==> src/rtl/sync_burst_rd_port.sv <==
`timescale 1ns/1ps
module sync_burst_rd_port #(
  parameter int AW = 6,
  parameter int DW = 16,
  parameter int LW = 3
) (
  input  logic          clk,
  input  logic          rst_n,
  input  logic          clk_en,
  input  logic          ce_n,
  input  logic          adv_n,
  input  logic          oe_n,
  input  logic [AW-1:0] addr,
  input  logic [LW-1:0] cfg_lat,
  input  logic [1:0]    cfg_len,
  input  logic          cfg_single,
  input  logic          ld_en,
  input  logic [AW-1:0] ld_addr,
  input  logic [DW-1:0] ld_data,
  output logic [DW-1:0] dq,
  output logic          dq_oe,
  output logic          wait_o,
  output logic          wait_oe
);
  localparam int BW = 5;
  localparam int WORDS = 1 << AW;

  logic [DW-1:0] mem [WORDS];
  logic          active, done_r, single_r;
  logic [1:0]    len_r;
  logic [LW-1:0] cnt;
  logic [AW-1:0] ptr;
  logic [BW-1:0] beat;

  wire           latch   = clk_en && !ce_n && !adv_n;
  wire [LW-1:0]  lat_eff = (cfg_lat < LW'(2)) ? LW'(2) : cfg_lat;
  wire [BW-1:0]  nbm1    = (BW'(4) << len_r) - BW'(1);
  wire [AW-1:0]  mask    = AW'(nbm1);
  wire           cont    = (len_r == 2'd3);
  wire [AW-1:0]  ptr_inc = ptr + AW'(1);
  wire [AW-1:0]  ptr_nx  = cont ? ptr_inc : ((ptr & ~mask) | (ptr_inc & mask));
  wire           valid   = active && (cnt == '0) && !done_r;

  always_ff @(posedge clk)
    if (ld_en) mem[ld_addr] <= ld_data;

  always_ff @(posedge clk or negedge rst_n) begin
    if (!rst_n) begin
      active   <= 1'b0;
      done_r   <= 1'b0;
      single_r <= 1'b0;
      len_r    <= 2'd0;
      cnt      <= '0;
      ptr      <= '0;
      beat     <= '0;
    end else if (clk_en) begin
      if (ce_n) begin
        active <= 1'b0;
      end else if (!adv_n) begin
        active   <= 1'b1;
        done_r   <= 1'b0;
        single_r <= cfg_single;
        len_r    <= cfg_len;
        cnt      <= lat_eff - LW'(1);
        ptr      <= addr;
        beat     <= '0;
      end else if (active) begin
        if (cnt != '0) begin
          cnt <= cnt - LW'(1);
        end else if (!done_r) begin
          if (single_r) begin
            beat <= beat + BW'(1);
            if (!cont && beat == nbm1) done_r <= 1'b1;
          end else begin
            ptr <= ptr_nx;
          end
        end
      end
    end
  end

  assign dq      = mem[ptr];
  assign dq_oe   = !ce_n && !oe_n;
  assign wait_oe = !ce_n && !oe_n;
  assign wait_o  = !valid;

  assert_suspend_hold_R5: assert property (@(posedge clk) disable iff (!rst_n)
    !clk_en |=> $stable(ptr) && $stable(cnt) && $stable(beat) && $stable(active) && $stable(done_r));

  assert_latency_step_R2: assert property (@(posedge clk) disable iff (!rst_n)
    (clk_en && active && !ce_n && adv_n && cnt != '0) |=> cnt == $past(cnt) - LW'(1));

  assert_window_wrap_R3: assert property (@(posedge clk) disable iff (!rst_n)
    (clk_en && valid && !single_r && !cont && !ce_n && adv_n)
      |=> ((ptr & ~mask) == ($past(ptr) & ~$past(mask))) && ptr != $past(ptr));

  assert_single_fixed_R8: assert property (@(posedge clk) disable iff (!rst_n)
    (clk_en && active && single_r && !ce_n && adv_n) |=> $stable(ptr));

  assert_end_access_R9: assert property (@(posedge clk) disable iff (!rst_n)
    (clk_en && ce_n) |=> wait_o);
endmodule

==> config.mk <==
export PLATFORM = sky130hd
export DESIGN_NAME = sync_burst_rd_port
export DESIGN_NICKNAME = d
export VERILOG_FILES = /design/src/rtl/sync_burst_rd_port.sv
export SDC_FILE = /design/constraint.sdc
export NUM_CORES = 1
export LEC_CHECK = 0
export ABC_AREA = 0
export BUFFER_PORTS_ARGS = -buffer_cell sky130_fd_sc_hd__buf_4
export CAP_MARGIN = 20
export CELL_PAD_IN_SITES_DETAIL_PLACEMENT = 2
export CELL_PAD_IN_SITES_GLOBAL_PLACEMENT = 2
export CORE_MARGIN = 5
export CORE_UTILIZATION = 54
export CTS_CLUSTER_SIZE = 40
export DETAILED_ROUTE_END_ITERATION = 10
export PLACE_DENSITY_LB_ADDON = 0.25
export SYNTH_ARGS = -nofsm -noshare
export SYNTH_HDL_FRONTEND = slang
export SYNTH_SLANG_ARGS = --single-unit
==> constraint.sdc <==
create_clock -name clk -period 4.8 [get_ports clk]
set_clock_uncertainty 0.1 [all_clocks]
set_input_delay 0.96 -clock clk [delete_from_list [all_inputs] [get_ports clk]]
set_output_delay 0.96 -clock clk [all_outputs]
set_load 0.02 [all_outputs]
==> reports/metrics.csv, run 1 <==
metric,value,unit
Mapped Nets,1974,
Err,[ERROR DPL-0033] detailed placement checks failed during check placement.,
FP Rows,100,
Synth top area share,76.14,%
Die W,283.5,µm
gp weighted congestion,0.8292,
Synth area leaders,"edfxtp_1, mux4_2, mux2i_1",
most instantiated cells after synthesis,"edfxtp_1, mux4_2, mux2i_1",
top-count cell post-synth,edfxtp_1,
Stop stage,3_5_place_dp,
Cells after Synth,1930,
"Seq/Total Area, Yosys",77.32,%
port bufs,59,
dominant synthesized flop cell,edfxtp_1,
post-synth cell types,45,
Initial Util,54.34,%
syn_area_per_cell,20.92,µm²
"area leader, netlist",edfxtp_1,
"Cell Area, Synth",40380,µm²
#FFs+latches synth,1043,
"EDFF count, synth",1024,
status,aborted with a tool error,
ys async rst share,1.822,%
num ports,60,
post-DP HPWL,82870,µm
Ys Warns,0,
chip height,283.5,µm
kinds of logic after synthesis:
kind of cell / after synthesis / synth area share, %
buffers and inverters: 116 / 1.332
multiplexers: 386 / 15.62
XOR/XNOR: 5 / 0.1084
AO/OA/AOI/OAI: 208 / 3.563
adder cells (fa/ha/maj): 3 / 0.09296
flip-flops: 1043 / 77.32
AND/OR/NAND/NOR: 169 / 1.964
metrics by stage:
stage / worst slack [ns] / std cells
3_3_place_gp: 0.4841 / 2954
2_1_floorplan: 1.526 / 1930
==> run 2: changes to the inputs <==
==> config.mk (replaced) <==
export PLATFORM = sky130hd
export DESIGN_NAME = sync_burst_rd_port
export DESIGN_NICKNAME = d
export VERILOG_FILES = /design/src/rtl/sync_burst_rd_port.sv
export SDC_FILE = /design/constraint.sdc
export NUM_CORES = 1
export LEC_CHECK = 0
export ABC_AREA = 0
export BUFFER_PORTS_ARGS = -buffer_cell sky130_fd_sc_hd__buf_4
export CAP_MARGIN = 20
export CORE_MARGIN = 5
export CORE_UTILIZATION = 40
export DETAILED_ROUTE_END_ITERATION = 10
export PLACE_DENSITY_LB_ADDON = 0.15
export SYNTH_ARGS = -nofsm -noshare
export SYNTH_HDL_FRONTEND = slang
export SYNTH_SLANG_ARGS = --single-unit
==> run 2 against run 1 <==
Against the previous run: the run now ends clean; synthesized area is the same; synthesized cell count is the same.
==> reports/metrics.csv, run 2 <==
metric,value,unit
FP Rows,116,
"Seq/Total Area, Yosys",77.32,%
Cell Pwr Density,487.8,nW/µm²
port bufs,59,
first-pass GRT wire length,150700,µm
initial antenna violation count,11,
via count,20140,
"Core Util, Final",46.64,%
most frequent cells in the layout,"edfxtp_1, mux4_2, buf_4",
type of origin of the critical path,flop,
syn_area_per_cell,20.92,µm²
ys async rst share,1.822,%
post-DP HPWL,61530,µm
Ys Warns,0,
WS Path Type,reg -> out,
"Cell Area, Synth",40380,µm²
Mapped Nets,1974,
status,completed,
worst-path fanout max,22,
filler cell count,8390,
Least-Margin Pin Slew,0.9255,ns
leakage,0.01471,µW
gp weighted congestion,0.7950,
ratio of cells with drive above 1 in the final layout,27.24,%
RSZ-0062 raised after global routing,no,
Initial Util,40.32,%
Routed WL per cell,30.21,µm
largest net degree at the start of global routing,65,
Cells after Synth,1930,
Worst VDD drop,0.0003238,V
Power Internal,16800,µW
CTS tree,done,
post-route ant nets,0,
Synth area leaders,"edfxtp_1, mux4_2, mux2i_1",
sw power,5986,µW
total track usage,19.48,%
"most common cell after layout, fill and taps aside",edfxtp_1,
clock network power share,35.6,%
final slew viol count,0,
Synth top area share,76.14,%
Die W,327.7,µm
Multi-input gate area,8715,µm²
Logic pwr share,19.6,%
DP Worst Slack,0.5191,ns
most instantiated cells after synthesis,"edfxtp_1, mux4_2, mux2i_1",
period utilisation layout,99.71,%
switching portion of total power,26.27,%
"area leader, netlist",edfxtp_1,
hold_ws,0.06390,ns
Sequential Area,31240,µm²
"Hold Vio Cnt, Final",0,
post-synth cell types,45,
Setup Viol. Count Final,0,
dominant synthesized flop cell,edfxtp_1,
biggest registers after layout,"mem x1024, beat x5",
"EDFF count, synth",1024,
DIE AREA,107400,µm²
Detailed Routing Iterations Pass 1,6,
final worst slack,0.01405,ns
CTS Buf Count,109,
Worst-path clk slew,0.06,ns
Clock Tree Buf Depth,3,
Worst Hold Class,in -> async,
chip height,327.7,µm
WL final,106200,µm
Root Buffer Master,clkbuf_16,
DR vias/cell,5.726,
fmax,0.2089,GHz
H-tree depth,3,
crit end category,output pin,
"Arr. time, crit path",3.73,ns
# DRC,0,
Largest register FFs,1024,
Slew HR,38.17,%
CORE AREA,100100,µm²
# hold bufs at CTS,0,
top-count cell post-synth,edfxtp_1,
worst skew pair latency,0.68,ns
Nets,2166,
#FFs+latches synth,1043,
area grow syn2layout,15.66,%
drt first-iter violations,2033,
minimum clock period,4.786,ns
GRT Residual Overflow,0,
sequential power share,44.8,%
Top reg by flops,mem,
WP data required,3.74,ns
number of global-route vias before repair,20150,
num ports,60,
CTS sink cnt,1043,
max-cap check violation count,0,
## run 2: cell counts after synthesis
No cell type changed its count.
## run 2: worst paths after layout
| check | slack [ns] | end | cells after the start | start |
|---|---|---|---|---|
| setup / recovery | 0.01 | dq[11] | 8 | flop |
| hold / removal | 0.06 | active | 1 | rst_n |
| setup reg to reg | 2.61 | ptr[1] | 5 | ptr[0] |
| hold reg to reg | 0.38 | done_r | 1 | beat[4] |
| max in group asynchronous | 4.28 | asynchronous set/reset pin | 1 | rst_n |
| min in group clk | 0.37 | active | 2 | clk_en |
## run 2: per-layer routing
layer  track usage [%]  up-vias  wire [µm]
li1                  -     8498          -
met1             28.77    10810      46480
met2             30.89      693      50630
met3             3.168      136       6974
met4             4.333        2       2140
met5                 0        -         12
## run 2: logic make-up after synthesis
kind of cell | count (synthesis) | share of synthesized area (%)
buf+inv | 116 | 1.332
xor+xnor | 5 | 0.1084
fa+ha+maj | 3 | 0.09296
simple gates | 169 | 1.964
mux | 386 | 15.62
compound gates | 208 | 3.563
flops | 1043 | 77.32
## run 2: final cells by class
class	count	share of cell area, %
diodes	5	0.02679
inverters	3	0.02411
flip-flops and latches	1043	66.88
repair buffers	194	3.608
multi-input cells	771	18.66
clock inverters	63	1.098
clock buffers	140	6.223
well taps	1298	3.477
## run 2: power by group through the flow
stage | sequential [µW] | combinational (µW) | clock, µW
floorplan | 10300 | 2820 | 0
global placement | 10400 | 4330 | 0
detailed placement | 10400 | 4350 | 0
CTS | 10200 | 4430 | 8280
global route | 10200 | 4710 | 8650
finish | 10200 | 4460 | 8110
## run 2: worst max-delay path: stages, from the launching register on
cell and delay (ns):
dfrtp_4 0.62, or3b_2 0.73, buf_4 0.25, o221ai_1 0.22, a221oi_2 0.10, buf_4 0.18
o21ai_0 0.48, and3_1 0.29, buf_4 0.16
## run 2: per-stage QoR
stage	setup TNS [ns]	cells	power [µW]	instance area, µm²
after floorplan	0	1930	13140	40380
after global placement	0	3300	14730	43030
after detailed placement	0	3300	14750	43030
after CTS	-0.2057	3504	22920	46550
after global routing	0	3513	23580	46700
final	0	3517	22780	46710
## run 2: what timing repair did
item                                   in CTS  in global routing
buffers inserted                            0                  6
cloned                                      1                  2
endpoints found under the hold margin       0                  0
pin swaps                                   0                  0
resized for setup                          15                 10
setup endpoints to repair                  14                 13
No activity file was read; power rests on OpenSTA's default activity.
